$ cat src/rtl/scl_div_pkg.sv
package scl_div_pkg;
  localparam int unsigned THP_W   = 8;
  localparam int unsigned M_W     = 4;
  localparam int unsigned N_W     = 3;
  localparam int unsigned CC_W    = M_W + N_W;
  localparam int unsigned FIX_DIV = 10;
  localparam int unsigned THP_MIN = 5;
  localparam int unsigned THP_RST = 8'h18;
  localparam int unsigned M_RST   = 2;
  localparam int unsigned N_RST   = 0;
  // widest count each downstream stage must reach
  localparam int unsigned N_CNT_W = (1 << N_W) - 1;
  localparam int unsigned M_CNT_W = $clog2((1 << M_W) * FIX_DIV);

  typedef struct packed {
    logic [THP_W-1:0] thp;
    logic [M_W-1:0]   m;
    logic [N_W-1:0]   n;
  } div_cfg_t;
endpackage

$ cat src/rtl/scl_div_cfg.sv
module scl_div_cfg
  import scl_div_pkg::*;
(
  input  logic             clk,
  input  logic             rst_n,
  input  logic             thp_we,
  input  logic [THP_W-1:0] thp_wdata,
  input  logic             cc_we,
  input  logic [CC_W-1:0]  cc_wdata,
  input  logic             commit,
  output div_cfg_t         act
);
  div_cfg_t         shadow;
  logic [THP_W-1:0] thp_clamped;

  assign thp_clamped = (thp_wdata < THP_W'(THP_MIN)) ? THP_W'(THP_MIN) : thp_wdata;

  always_ff @(posedge clk) begin
    if (!rst_n) begin
      shadow.thp <= THP_W'(THP_RST);
      shadow.m   <= M_W'(M_RST);
      shadow.n   <= N_W'(N_RST);
    end else begin
      if (thp_we) shadow.thp <= thp_clamped;
      if (cc_we) begin
        shadow.m <= cc_wdata[CC_W-1:N_W];
        shadow.n <= cc_wdata[N_W-1:0];
      end
    end
  end

  // working copy only moves at a half-period boundary
  always_ff @(posedge clk) begin
    if (!rst_n) begin
      act.thp <= THP_W'(THP_RST);
      act.m   <= M_W'(M_RST);
      act.n   <= N_W'(N_RST);
    end else if (commit) begin
      act <= shadow;
    end
  end

  // the working half-period count never drops below the floor
  a_r4_thp_floor: assert property (@(posedge clk) disable iff (!rst_n)
    act.thp >= THP_W'(THP_MIN));

  // working settings move only in the cycle after a boundary
  a_r5_commit_only: assert property (@(posedge clk) disable iff (!rst_n)
    !commit |=> $stable(act));
endmodule

$ cat src/rtl/scl_div_stage.sv
module scl_div_stage #(
  parameter int unsigned W = 8
) (
  input  logic         clk,
  input  logic         rst_n,
  input  logic         en,
  input  logic [W-1:0] lim,
  output logic         wrap,
  output logic [W-1:0] cnt
);
  assign wrap = en && (cnt == lim);

  always_ff @(posedge clk) begin
    if (!rst_n)    cnt <= '0;
    else if (wrap) cnt <= '0;
    else if (en)   cnt <= cnt + W'(1);
  end

  // a stage never counts past its own limit
  a_r2_cnt_in_range: assert property (@(posedge clk) disable iff (!rst_n)
    cnt <= lim);
endmodule

$ cat src/rtl/scl_div_out.sv
module scl_div_out (
  input  logic clk,
  input  logic rst_n,
  input  logic terminal,
  output logic scl_q,
  output logic tick_q
);
  always_ff @(posedge clk) begin
    if (!rst_n) begin
      scl_q  <= 1'b1;
      tick_q <= 1'b0;
    end else begin
      tick_q <= terminal;
      if (terminal) scl_q <= ~scl_q;
    end
  end

  // tick lasts one cycle
  a_r7_tick_single: assert property (@(posedge clk) disable iff (!rst_n)
    tick_q |=> !tick_q);

  // SCL only changes level together with a tick
  a_r7_scl_with_tick: assert property (@(posedge clk) disable iff (!rst_n)
    (scl_q != $past(scl_q)) |-> tick_q);
endmodule

$ cat src/rtl/scl_divgen.sv
module scl_divgen
  import scl_div_pkg::*;
(
  input  logic             clk,
  input  logic             rst_n,
  input  logic             thp_we,
  input  logic [THP_W-1:0] thp_wdata,
  input  logic             cc_we,
  input  logic [CC_W-1:0]  cc_wdata,
  input  logic             scl_in,
  output logic             scl_out,
  output logic             tick
);
  div_cfg_t             act;
  logic                 hold, adv;
  logic                 wrap_hp, wrap_n, wrap_m;
  logic [THP_W-1:0]     cnt_hp;
  logic [N_CNT_W-1:0]   cnt_n, lim_n;
  logic [M_CNT_W-1:0]   cnt_m, lim_m;

  // stretching: released high but the line still reads low
  assign hold  = scl_out & ~scl_in;
  assign adv   = ~hold;
  assign lim_n = N_CNT_W'((1 << act.n) - 1);
  assign lim_m = M_CNT_W'((int'(act.m) + 1) * FIX_DIV - 1);

  scl_div_cfg u_cfg (
    .clk, .rst_n, .thp_we, .thp_wdata, .cc_we, .cc_wdata,
    .commit (wrap_m),
    .act    (act)
  );

  scl_div_stage #(.W(THP_W)) u_hp (
    .clk, .rst_n, .en(adv), .lim(act.thp), .wrap(wrap_hp), .cnt(cnt_hp)
  );

  scl_div_stage #(.W(N_CNT_W)) u_pow (
    .clk, .rst_n, .en(wrap_hp), .lim(lim_n), .wrap(wrap_n), .cnt(cnt_n)
  );

  scl_div_stage #(.W(M_CNT_W)) u_mul (
    .clk, .rst_n, .en(wrap_n), .lim(lim_m), .wrap(wrap_m), .cnt(cnt_m)
  );

  scl_div_out u_out (
    .clk, .rst_n, .terminal(wrap_m), .scl_q(scl_out), .tick_q(tick)
  );

  // a stretched cycle freezes the first stage and produces no tick
  a_r6_hold_freezes: assert property (@(posedge clk) disable iff (!rst_n)
    hold |=> $stable(cnt_hp) && !tick);

  // a held cycle leaves the upper stages untouched
  a_r6_hold_upper: assert property (@(posedge clk) disable iff (!rst_n)
    hold |=> $stable(cnt_n) && $stable(cnt_m));
endmodule

$ cat config.mk
export PLATFORM = sky130hd
export DESIGN_NAME = scl_divgen
export DESIGN_NICKNAME = d
export VERILOG_FILES = /design/src/rtl/scl_div_pkg.sv /design/src/rtl/scl_div_cfg.sv /design/src/rtl/scl_div_stage.sv /design/src/rtl/scl_div_out.sv /design/src/rtl/scl_divgen.sv
export SDC_FILE = /design/constraint.sdc
export NUM_CORES = 1
export LEC_CHECK = 0
export BUFFER_PORTS_ARGS = -buffer_cell sky130_fd_sc_hd__buf_2
export CAP_MARGIN = 40
export CORE_AREA = 5 5 67 130
export CTS_CLUSTER_SIZE = 40
export DETAILED_ROUTE_END_ITERATION = 10
export DIE_AREA = 0 0 72 135
export SYNTH_ARGS = -nofsm -noshare
export SYNTH_HDL_FRONTEND = slang
export SYNTH_SLANG_ARGS = --single-unit
export TNS_END_PERCENT = 50
$ cat constraint.sdc
create_clock -name clk -period 4.2 [get_ports clk]
set_input_delay 0.63 -clock clk [delete_from_list [all_inputs] [get_ports clk]]
set_output_delay 0.63 -clock clk [all_outputs]
set_load 0.1 [all_outputs]
==> results of run 1 <==
## power by group
part	switching [W]	total, W	internal [W]
clock network	0.000207	0.000434	0.000227
registers	0.00000872	0.000541	0.000532
logic	0.0000243	0.0000438	0.0000195
## metrics by stage
step	instance area, um2	power (W)	utilization	std cells	setup slack (ns)
2_1_floorplan	2950	0.000580	-	324	0.864
5_1_grt	3290	0.00106	0.436	435	0.250
4_1_cts	3290	0.00103	0.436	435	0.541
3_5_place_dp	3140	0.000598	0.416	427	0.583
6_report	3290	0.00102	0.436	435	0.505
3_3_place_gp	3140	0.000597	0.416	427	0.647
## worst max-delay path, delay by kind of cell, from the launching register on
kind	cells	cell delay (ns)
AO/OA/AOI/OAI	1	0.63
XOR/XNOR	1	0.32
adder cells (fa/ha/maj)	3	1.21
buffers and inverters	1	0.09
flip-flops	1	0.39
AND/OR/NAND/NOR	4	0.90
## cell type report
cell class              count  area, um2
repair buffers             24        128
fillers                   761       4260
well taps                  94        118
inverters                   4       15.0
clock buffers               5        125
clock inverters             3       26.3
multi-input cells         250       1780
flip-flops and latches     55       1100
## worst max-delay path by stage
stage	start	end	slack [ns]	depth (start not counted)
final	u_cfg.act[3]	u_out.scl_q	0.50	10
after global routing	u_cfg.act[3]	u_mul.cnt[1]	0.25	11
after CTS	u_cfg.act[3]	u_out.scl_q	0.54	10
after detailed placement	u_cfg.act[3]	u_out.scl_q	0.58	10
after global placement	u_cfg.act[3]	u_out.tick_q	0.65	11
after floorplan	u_cfg.act[3]	u_cfg.act[0]	0.86	13
## cells in the final DEF (no fill, tap or decap), types with 2 or more instances in the layout
cell type	instances
sky130_fd_sc_hd__o21bai_1	2
sky130_fd_sc_hd__and3_1	7
sky130_fd_sc_hd__and4_1	4
sky130_fd_sc_hd__o31a_1	3
sky130_fd_sc_hd__nand3_1	8
sky130_fd_sc_hd__nand2b_1	6
sky130_fd_sc_hd__or4_1	2
sky130_fd_sc_hd__nand4_1	25
sky130_fd_sc_hd__nor3_1	4
sky130_fd_sc_hd__ha_1	11
sky130_fd_sc_hd__nand2_1	18
sky130_fd_sc_hd__buf_2	21
sky130_fd_sc_hd__xor2_1	21
sky130_fd_sc_hd__a31oi_1	2
sky130_fd_sc_hd__xnor2_1	12
sky130_fd_sc_hd__clkbuf_16	5
sky130_fd_sc_hd__mux2i_1	13
sky130_fd_sc_hd__inv_1	4
sky130_fd_sc_hd__o31ai_1	17
sky130_fd_sc_hd__or3_1	2
sky130_fd_sc_hd__dfxtp_1	55
sky130_fd_sc_hd__o211a_1	6
sky130_fd_sc_hd__o21ai_0	4
sky130_fd_sc_hd__buf_4	3
sky130_fd_sc_hd__a21oi_1	20
sky130_fd_sc_hd__nor2b_1	2
sky130_fd_sc_hd__inv_6	2
sky130_fd_sc_hd__nor2_1	32
sky130_fd_sc_hd__nor4_1	6
sky130_fd_sc_hd__o21a_1	3
## Yosys cell counts, drive strengths merged
| master | number |
|---|---|
| dfxtp | 55 |
| nor2 | 32 |
| nand4 | 25 |
| xor2 | 21 |
| a21oi | 20 |
| nand2 | 18 |
| o31ai | 18 |
| mux2i | 13 |
| clkbuf | 12 |
| xnor2 | 12 |
| ha | 11 |
| nand3 | 9 |
| and3 | 7 |
| nand2b | 6 |
| nor4 | 6 |
| o211a | 6 |
| o21ai | 5 |
| and4 | 4 |
| inv | 4 |
| nor3 | 4 |
| o31a | 4 |
| buf | 3 |
| o21a | 3 |
| or4 | 3 |
| a21boi | 2 |
| a31oi | 2 |
| nor2b | 2 |
| o21bai | 2 |
| or3 | 2 |
| a21o | 1 |
| a221oi | 1 |
| a32o | 1 |
| and2 | 1 |
| and3b | 1 |
| and4b | 1 |
| fa | 1 |
| mux2 | 1 |
| o2111a | 1 |
| o2111ai | 1 |
| o211ai | 1 |
| or2 | 1 |
| xnor3 | 1 |
## cells by family after synthesis
logic type | after synthesis
AO/OA/AOI/OAI | 68
buffers and inverters | 19
multiplexers | 14
XOR/XNOR | 34
flip-flops | 55
adder cells (fa/ha/maj) | 12
AND/OR/NAND/NOR | 122
## registers in the layout, summed over array words and instances, names as in the netlist
signal and count:
u_pow.cnt 7, u_hp.cnt 8, u_cfg.act 15, u_cfg.shadow 15, u_mul.cnt 8, u_out.tick_q 1
u_out.scl_q 1
## layer usage
metal,GRT usage,vias up
li1,-,1234
met1,0.156,1160
met2,0.294,44
met3,0.0246,21
met4,0.101,0
met5,0,-
==> results.txt, run 1 <==
Of the total synthesized cell area, the portion taken by AND, OR, NAND and NOR gates is 0.220. In this run the clock root is driven by a sky130_fd_sc_hd__clkbuf_16. By area the synthesized netlist is led by sky130_fd_sc_hd__dfxtp_1 (37%), sky130_fd_sc_hd__xor2_1 (6.2%), sky130_fd_sc_hd__nand4_1 (5.3%), sky130_fd_sc_hd__ha_1 (4.7%), sky130_fd_sc_hd__mux2i_1 (4.4%). The delay of the slowest critical-path stage came out at 0.63 ns. The main combinational cell family by area after synthesis is simple AND/OR/NAND/NOR gates. The worst hold margin came out at approximately 0.48 ns. The transition time at the pin with the least slew margin is roughly 0.8 ns. Of all cell types, the one taking the most synthesized area is sky130_fd_sc_hd__dfxtp_1. The total number of placement rows is 45. By instance count, the cell type seen most on the critical path is sky130_fd_sc_hd__ha_1. For this run the aggregate overflow at the end of global routing stands at 0. Setup repair after global routing left no endpoint under its margin. The number of failing hold endpoints at the final stage is 0. The final critical delay including setup and external delays came out at 3.70 ns. The max-cap violation count is 0. Along the worst path, the maximum fanout reaches 17. The mean number of vias per cell came out at 5.65. The mean cell area of the mapped netlist came out at 9.12 um2. Timing would allow up to 271 MHz. Clock-pin slew was measured on the worst setup and hold paths at 0.08 ns. The fraction of synthesized cell area in xor and xnor cells is 0.105. The combined area of all synthesized cells is 2950 um2. TritonCTS built the clock tree.

The DRC violation count after routing is 0. The detailed router used layers up to and including met4. The flow ran to the end, and the final reports show no timing, DRC or antenna violations. The share of synthesized area spent on multiplexers came out at 0.0479. STA puts the critical path data arrival time at 3.85 ns. The deepest level of the CTS H-tree came out at 2.

VDD sags by at most approximately 320 uV. The initial antenna violation count came out at 0. The number of cells upsized or downsized after cts came out at 0. The floorplan step defined a die boundary enclosing 9720 um2. The top cell type's share of synthesized area came out at 0.373. The power density of the placed cells is 310 nW/um2.

The sum of net half-perimeters after detailed placement is 5.35 mm. STA classifies the critical path startpoint as a flop. The number of vias after detailed routing came out at 2459. Clock tree synthesis found a total of 55 sinks. Counting flops and latches in the post-synthesis netlist gives 55. The congestion estimate from routability-driven global placement came to approximately 0.80.

Measured along the x axis, the die boundary spans 72 um. The maximum buffer depth of the clock tree came out at 2. The met3 wirelength from detailed routing is 167 um. The setup skew after layout came out at 0.0120 ns. From synthesis to final layout, the design area changed by 11.3%.

The total detailed-routing wirelength is 7.14 mm. Of the cells placed in the final design, the portion with a size suffix greater than 1 is 0.117. The worst setup path is captured at a flop. The headroom to the max-slew limit came out at 0.475. The min-delay analysis places its worst path in the category flop to flop.

Setup violations remaining at the end of the flow were counted as 0. Counting distinct cell types in the post-synthesis netlist gives 49. The synthesized netlist net count is around 360.

The number of violations reported at the end of detailed-routing iteration 0 came out at 103. The routed length per placed instance is around 16 um. The count of pins on the block boundary came out at 22. In this run the critical register-to-register path is launched from u_cfg.act[3]. In this run the critical register-to-register path is captured at u_out.scl_q. The TritonCTS buffer count is 5. In this run the vertical extent of the chip is roughly 140 um. The area of the core came out at 7540 um2. For this block, wires on met1 add up to 2.66 mm.

The critical path goes through ha_1 -> xnor2_1 -> inv_1 -> ha_1 -> fa_1 -> or3_1 -> and3b_1 -> o31ai_4 -> or4_1 -> nand3_1. The number of global-route vias before repair came out at 2535. The cell count of the worst reg-to-reg path is 10. The final layout net count came out at 372. The synthesized-area fraction occupied by ao, oa, aoi and oai cells is 0.174.

The worst hold path stage count came out at 2. The count of synthesis-stage warnings from yosys is 0. The post-synthesis share of cell area spent on full adders, half adders and majority gates came out at 0.0534. In the global route stage, overall resource usage came out at 0.158.

The proportion of synthesized chip area in sequential cells is 0.373. Counting every instance in the synthesized netlist gives 324. The count of port buffers added during placement came out at 21. The start-to-end type of the worst setup path is flop to flop.

The number of iterations in the first detailed-routing pass came out at 4. The number of nets still failing antenna checks after routing came out at 0. For this configuration, the core starts out at a cell density of 0.392. The met2 wirelength from detailed routing is about 4 mm. For the final routed database, the setup TNS stands at 0 ns.

In this run the most critical hold path is launched from u_cfg.shadow[11]. The final number of max-transition violations came out at 0. The largest net degree at the start of global routing is 25.

For hold timing, the worst endpoint is u_cfg.act[11]. The register-to-register setup slack came out at roughly 0.50 ns. On the critical path, the stage with the largest delay is an instance of sky130_fd_sc_hd__o31ai_4.

The leakage power of the design is 1.32 nW. The endpoint required time on the critical path is 4.36 ns. The number of buffers inserted for hold repair after clock tree synthesis is 0.

0 antenna diodes ended up in the layout. In this run the post-CTS setup repair buffer count came out at 0. The global-route wire length before repair came out at 12.1 mm.

The clock reaches the later pin of the worst-skew pair after 0.30 ns. The post-route fraction of the period consumed by the critical path came out at 0.880.
(Power assumes the default switching activity.)
==> run 2: changes to the inputs <==
PLACE_DENSITY_LB_ADDON = 0.15   (was default)
==> run 2 against run 1 <==
Clock power shrank 4%. Clock-buffer cell count is the same. Sequential cell count is the same. Register-to-register slack gained 0.05 ns. Critical path depth is the same. Die area is the same. Critical path type unchanged. Critical endpoint unchanged. Largest cell class unchanged. Largest power group unchanged. Highest routed layer unchanged.
==> results.txt, run 2 (synthesis gave the netlist of run 1 again) <==
The count of pins on the block boundary is 22 (unchanged). The instance count after placement with tap cells included was 428 (+0.23%). The largest net degree at the start of global routing is 25 (unchanged). The kind of path behind the tightest hold check is flop to flop. The mean number of vias per cell came out at 5.63 (-0.47%). The area occupied by multi-input gates is 1780 um2 (unchanged).

The standard cell area after detailed placement came out at 3150 um2 (+0.36%). The endpoint required time on the critical path came to 4.37 ns (about the same). The number of violations reported at the end of detailed-routing iteration 0 came out at 57 (-45%). The number of vias after detailed routing came to 2453 (-0.24%). The DRC violation count after routing was 0 (unchanged). The delay of the slowest critical-path stage is 0.62 ns (about the same). The final layout net count is 373 (+0.27%). The deepest level of the CTS H-tree came out at 2 (unchanged). The number of filler cells placed in the layout came out at 789 (+3.7%).

The cell sitting at the root of the clock tree is a sky130_fd_sc_hd__clkbuf_16. Leaving out fill and tap cells, the most frequent cells in the layout are sky130_fd_sc_hd__dfxtp_1 (55), sky130_fd_sc_hd__nor2_1 (32), sky130_fd_sc_hd__nand4_1 (25). The detailed-route wire length on metal 1 came out at 2.61 mm (-2.0%).

The setup skew after layout is 0.00543 ns (-0.00657 ns). The final critical delay including setup and external delays came out at 3.64 ns (-0.0543 ns). By instance count, the cell type seen most on the critical path is sky130_fd_sc_hd__ha_1. The post-layout instance count excluding filler cells came to 436 (+0.23%).

The max-cap violation count came to 0 (unchanged). The total detailed-routing wirelength came out at 7.33 mm (+2.7%). The headroom to the max-slew limit is 0.440 (-0.0353). The maximum clock rate came out at 275 MHz (+1.5%). The initial antenna violation count was 0 (unchanged).

The area of the core came out at 7540 um2 (unchanged). The register-to-register setup slack is 0.56 ns (+0.05 ns). The power density of the placed cells came out at 304 nW/um2 (-1.7%). The worst-case vdd ir drop came out at 303 uV (-4.1%).

The startpoint identified for the worst register-to-register timing path is u_cfg.act[3]. The number of global-route vias before repair was 2446 (-3.5%). Traced cell by cell, the critical path runs through ha_1 -> xnor2_1 -> inv_1 -> ha_1 -> fa_1 -> or3_1 -> and3b_1 -> o31ai_4 -> or4_1 -> nand3_1. The total global routing track utilization is 0.159 (+0.000980). The number of nets still failing antenna checks after routing is 0 (unchanged).

The met3 wirelength from detailed routing is 132 um (-21%). The setup path with the least slack is of type flop to flop. The beginning of the critical path is u_cfg.act[3]. The post-route fraction of the period consumed by the critical path is 0.867 (-0.0129). The aggregate negative setup slack is 0 ns (unchanged). The number of failing hold endpoints at the final stage is 0 (unchanged). The die span in y is 135 um (unchanged). The clock input transition at the sequential cells of the worst setup and hold paths was 0.07 ns (about the same). The count of port buffers added during placement came to 21 (unchanged). The die footprint is 9720 um2 (unchanged). The cell count of the worst reg-to-reg path is 10 (unchanged). The slowest cell on the critical path is sky130_fd_sc_hd__o31ai_4.

The fraction of final layout cells sized beyond drive strength 1 came to 0.120 (+0.00258). The transition time at the pin with the least slew margin came out at 0.840 ns (+0.0529 ns). The count of buffers added by post-CTS timing repair for setup is 0 (unchanged). The final number of max-transition violations was 0 (unchanged). The number of buffers inserted for hold repair after clock tree synthesis was 0 (unchanged). The layout overhead on the synthesized area is 11.5%.

The maximum buffer depth of the clock tree came out at 2 (unchanged). The aggregate global routing overflow came out at 0 (unchanged). In this run the top signal layer used is met4. The sum of net half-perimeters after detailed placement came out at 5.58 mm (+4.2%). The number of cells upsized or downsized after cts was 0 (unchanged).

The total of endpoints with negative setup slack in the final report is 0 (unchanged). The post-route standard cell area excluding fillers is 3290 um2 (+0.15%). The footprint of the flip-flops and latches is 1100 um2 (unchanged). The met2 wirelength from detailed routing is 4.25 mm (+8.9%). Leaving out fill and tap cells, the most frequent cell in the layout is sky130_fd_sc_hd__dfxtp_1.

The effective utilization at floorplan is 0.392 (unchanged). The number of sinks driven by the clock tree is 55 (unchanged). The worst-skew pair later-pin latency came to 0.30 ns (about the same). The critical path data arrival time came out at 3.81 ns (-0.04 ns). The startpoint type of the worst setup path is a flop. The final estimated routing congestion in global placement is 0.766 (-4.2%). The TritonCTS buffer count was 5 (unchanged). The number of antenna cells inserted is 0 (unchanged). The reg-to-reg critical path endpoint is u_out.scl_q. The largest driver fanout on the critical path came out at 17 (unchanged). The horizontal die dimension came to 72 um (unchanged).

The setup slack after placement came to 0.551 ns (-0.0320 ns). The endpoint kind of the worst setup timing path is a flop. The number of iterations in the first detailed-routing pass is 4 (unchanged). The routed length per placed instance is 16.8 um (+2.5%). Setup repair after global routing left no endpoint under its margin. The largest registers in the layout are u_cfg.act x15, u_cfg.shadow x15.

The leakage power of the design is 1.31 nW (-0.23%). The run finished with clean final reports. The post-layout worst setup margin is 0.559 ns (+0.0543 ns). The global-route wire length before repair was 11.9 mm (-1.7%). The core utilization of the finished layout came to 0.436 (+0.000663).

The TritonCTS clock tree is yes. The total number of placement rows came out at 45 (unchanged). Following the worst setup path forward leads to its endpoint at u_out.scl_q.
-- run 2: area by class of cell --
class                   instances  area share
clock buffers                   5      0.0380
clock inverters                 3     0.00608
inverters                       4     0.00456
multi-input cells             250       0.539
flip-flops and latches         55       0.334
well taps                      94      0.0357
repair buffers                 25      0.0422
-- run 2: how the worst min path moves through the flow --
stage / start / endpoint / slack [ns] / cells after the start
finish: u_cfg.shadow[8] / u_cfg.shadow[8] / 0.48 / 2
global route: u_cfg.shadow[1] / u_cfg.act[1] / 0.51 / 2
floorplan: u_cfg.shadow[10] / u_cfg.shadow[10] / 0.44 / 2
CTS: u_cfg.shadow[8] / u_cfg.shadow[8] / 0.48 / 2
detailed placement: u_cfg.shadow[8] / u_cfg.shadow[8] / 0.47 / 2
global placement: u_cfg.shadow[8] / u_cfg.shadow[8] / 0.47 / 2
-- run 2: metal layers --
| layer | vias up | track usage |
|---|---|---|
| met3 | 20 | 0.0224 |
| met5 | - | 0 |
| met4 | 0 | 0.0962 |
| met2 | 32 | 0.301 |
| met1 | 1172 | 0.156 |
| li1 | 1229 | - |
-- run 2: where the power goes --
group,switching (W),internal [W],total (W)
sequential,0.00000944,0.000532,0.000542
clock,0.000196,0.000220,0.000416
combinational,0.0000248,0.0000195,0.0000443
total,0.000230,0.000772,0.00100
-- run 2: metrics by stage --
stage | power, W | hold WS [ns]
after floorplan | 0.000580 | 0.441
after CTS | 0.00102 | 0.483
final | 0.00100 | 0.484
after detailed placement | 0.000599 | 0.469
after global routing | 0.00104 | 0.514
after global placement | 0.000599 | 0.466
-- run 2: critical path: cells and delay by family, from the launching register on --
family	cells	cell delay, ns
compound gates	1	0.62
xor+xnor	1	0.31
fa+ha+maj	3	1.20
buf+inv	1	0.09
flops	1	0.39
simple gates	4	0.91
==> run 3: changes to the inputs <==
clock period = 3.1 ns   (was 4.2 ns; I/O delays follow)
==> run 3 against run 2 <==
The flow now finishes with violations (negative setup slack). Sequential power up 35%. Largest power group unchanged. Global-route usage up 0.68 points. Fmax up 14%. Cell count up 5.3%. Power up 36%. Combinational power up 39%. Clock skew up 0.00083 ns. Via count up 6.2%. Critical endpoint is now u_cfg.act[1]. Sequential share of layout area down 4.7 points. Clock-buffer cell count unchanged. First-iteration DRC count rose to 2.9 times the previous value. Wire length up 6.3%.
==> results.txt, run 3 (synthesis gave the netlist of run 1 again) <==
The run finished, with violations left. The final reports fail on negative setup slack. Setup repair after global routing could not meet its margin everywhere. The global-route wire length before repair is 12.5 mm (+5.4%).

The hold-critical path endpoint is u_cfg.shadow[4]. The maximum clock rate came out at 313 MHz (+14%). TritonCTS built the clock tree. The endpoint identified for the worst register-to-register timing path is u_cfg.act[1].

The endpoint required time on the critical path is 3.28 ns (-1.09 ns). The critical path data arrival time is 3.38 ns (-0.43 ns). The clock input transition at the sequential cells of the worst setup and hold paths is 0.07 ns (about the same). The final estimated routing congestion in global placement came out at 0.793 (+3.5%). The number of failing hold endpoints at the final stage came out at 0 (unchanged). The leakage power of the design came out at 1.49 nW (+14%).

The slowest cell on the critical path is sky130_fd_sc_hd__or4_4. The root buffer cell chosen for the clock tree is sky130_fd_sc_hd__clkbuf_16. The aggregate negative setup slack came out at -0.952 ns (-0.952 ns). The sum of net half-perimeters after detailed placement was 5.69 mm (+2.0%). The worst-skew pair later-pin latency is 0.30 ns (about the same). The die footprint is 9720 um2 (unchanged). The worst-case vdd ir drop came out at 356 uV (+18%). The signal on the critical path passes through nand3_4 -> xnor2_4 -> ha_4 -> ha_4 -> fa_2 -> xnor2_2 -> buf_4 -> or4_4 -> a21boi_4 -> o31ai_4 -> clkbuf_16 -> o31ai_1 -> a21oi_1.

The gate family responsible for the most delay along the worst path is adder cells. The cell count of the worst reg-to-reg path came to 13 (+3). The total of endpoints with negative setup slack in the final report is 16 (+16). The largest driver fanout on the critical path was 7 (-10). The beginning of the critical path is u_cfg.act[3].

The largest net degree at the start of global routing is 19 (-24%). The number of antenna cells inserted came to 0 (unchanged). The max-cap violation count is 0 (unchanged).

The worst hold margin is 0.380 ns (-0.103 ns). The number of nets still failing antenna checks after routing came out at 0 (unchanged). The startpoint identified for the worst register-to-register timing path is u_cfg.act[3]. The post-layout worst setup margin was -0.0945 ns (-0.654 ns). The total global routing track utilization came out at 0.166 (+0.00684). The transition time at the pin with the least slew margin is 0.538 ns (-0.301 ns).

The number of iterations in the first detailed-routing pass came out at 4 (unchanged). The number of buffers inserted for hold repair after clock tree synthesis is 0 (unchanged). The initial antenna violation count is 0 (unchanged). The total detailed-routing wirelength was 7.79 mm (+6.3%).

The number of violations reported at the end of detailed-routing iteration 0 is 165 (+190%). The delay of the slowest critical-path stage came out at 0.43 ns (-0.19 ns). The kind of path behind the tightest hold check is input port to flop. The most frequent standard cell in the layout excluding fill and tap cells is sky130_fd_sc_hd__dfxtp_1. The cell repeated most along the worst path is sky130_fd_sc_hd__ha_4. The maximum buffer depth of the clock tree was 2 (unchanged). The routed length per placed instance is 17.0 um (+0.96%). Leaving out fill and tap cells, the most frequent cells in the layout are sky130_fd_sc_hd__dfxtp_1 (52), sky130_fd_sc_hd__nor2_1 (32), sky130_fd_sc_hd__nand4_1 (25). The final number of max-transition violations came out at 0 (unchanged). The setup slack after placement came to -0.333 ns (-0.884 ns). STA classifies the critical path startpoint as a flop. The final layout net count is 396 (+6.2%). The fraction of final layout cells sized beyond drive strength 1 was 0.268 (+0.149). The TritonCTS buffer count was 5 (unchanged). The register-to-register setup slack is -0.09 ns (-0.65 ns). The DRC violation count after routing is 0 (unchanged). The headroom to the max-slew limit is 0.641 (+0.201). The largest registers in the layout are u_cfg.act x15, u_cfg.shadow x15. The deepest level of the CTS H-tree is 2 (unchanged). The final critical delay including setup and external delays came out at 3.19 ns (-0.446 ns).

The endpoint kind of the worst setup timing path is a flop. The number of sinks driven by the clock tree is 55 (unchanged). The number of vias after detailed routing came out at 2605 (+6.2%).

The mean number of vias per cell is 5.68 (+0.88%). The power density of the placed cells came out at 353 nW/um2 (+16%). The horizontal die dimension came out at 72 um (unchanged).

The startpoint of the most critical hold path is cc_wdata[4]. The count of port buffers added during placement is 21 (unchanged). The total number of placement rows came to 45 (unchanged). The die span in y is 135 um (unchanged). The aggregate global routing overflow is 0 (unchanged). The area of the core came out at 7540 um2 (unchanged). The layout overhead on the synthesized area is 30.7%. The total buffers and inverters traversed by the critical path is 2 (+1). The count of pins on the block boundary came out at 22 (unchanged). The number of global-route vias before repair came out at 2585 (+5.7%).

The setup skew after layout came out at 0.00626 ns (+0.000827 ns). The effective utilization at floorplan is 0.392 (unchanged). The logic depth of the worst path, buffers included was 13 (+3). The worst hold path stage count is 3 (+1). The start-to-end type of the worst setup path is flop to flop. The post-route fraction of the period consumed by the critical path came out at 1.03 (+0.164).
==> run 3: tightest hold or removal path: cells and delay by family <==
family,cells,cell delay [ns]
and+or+nand+nor,1,0.06
muxes,1,0.05
buffers and inverters,1,0.08
==> run 3: layout make-up <==
| class | count | area, um2 |
|---|---|---|
| clock buffers | 5 | 125 |
| clock inverters | 3 | 25.0 |
| fillers | 744 | 3680 |
| inverters | 4 | 15.0 |
| multi-input cells | 250 | 2090 |
| flip-flops and latches | 55 | 1110 |
| well taps | 94 | 118 |
| repair buffers | 48 | 383 |
==> run 3: what timing repair did <==
item	4_1_cts	5_1_grt
pin swaps	4	18
setup buffers	2	1
resized for setup	20	26
setup endpoints to repair	24	24
hold endpoints to repair	0	0
gates cloned	0	1
==> run 3: report_power, final <==
part           leakage, nW  switching (W)  internal [W]
logic                0.975      0.0000336     0.0000280
clock network       0.0700       0.000267      0.000303
registers            0.448      0.0000118      0.000719
total                 1.49       0.000313       0.00105
==> run 3: how the worst max path moves through the flow <==
stage                         endpoint
after floorplan           u_cfg.act[4]
after global placement     u_out.scl_q
after detailed placement   u_out.scl_q
after CTS                  u_out.scl_q
after global routing      u_cfg.act[9]
final                     u_cfg.act[1]
==> run 3: per-stage QoR <==
step | util | power, W | cell area (um2) | std cells
finish | 0.512 | 0.00136 | 3860 | 459
global route | 0.512 | 0.00142 | 3860 | 459
CTS | 0.485 | 0.00139 | 3660 | 457
detailed placement | 0.446 | 0.000811 | 3360 | 447
global placement | 0.446 | 0.000809 | 3360 | 447
floorplan | - | 0.000785 | 3000 | 324
==> run 3: routing by layer <==
layer	track usage	wire length (um)	vias up
met5	0	0	-
met4	0.0805	188	0
met3	0.0224	172	12
met2	0.317	4570	41
met1	0.170	2870	1271
li1	-	-	1281
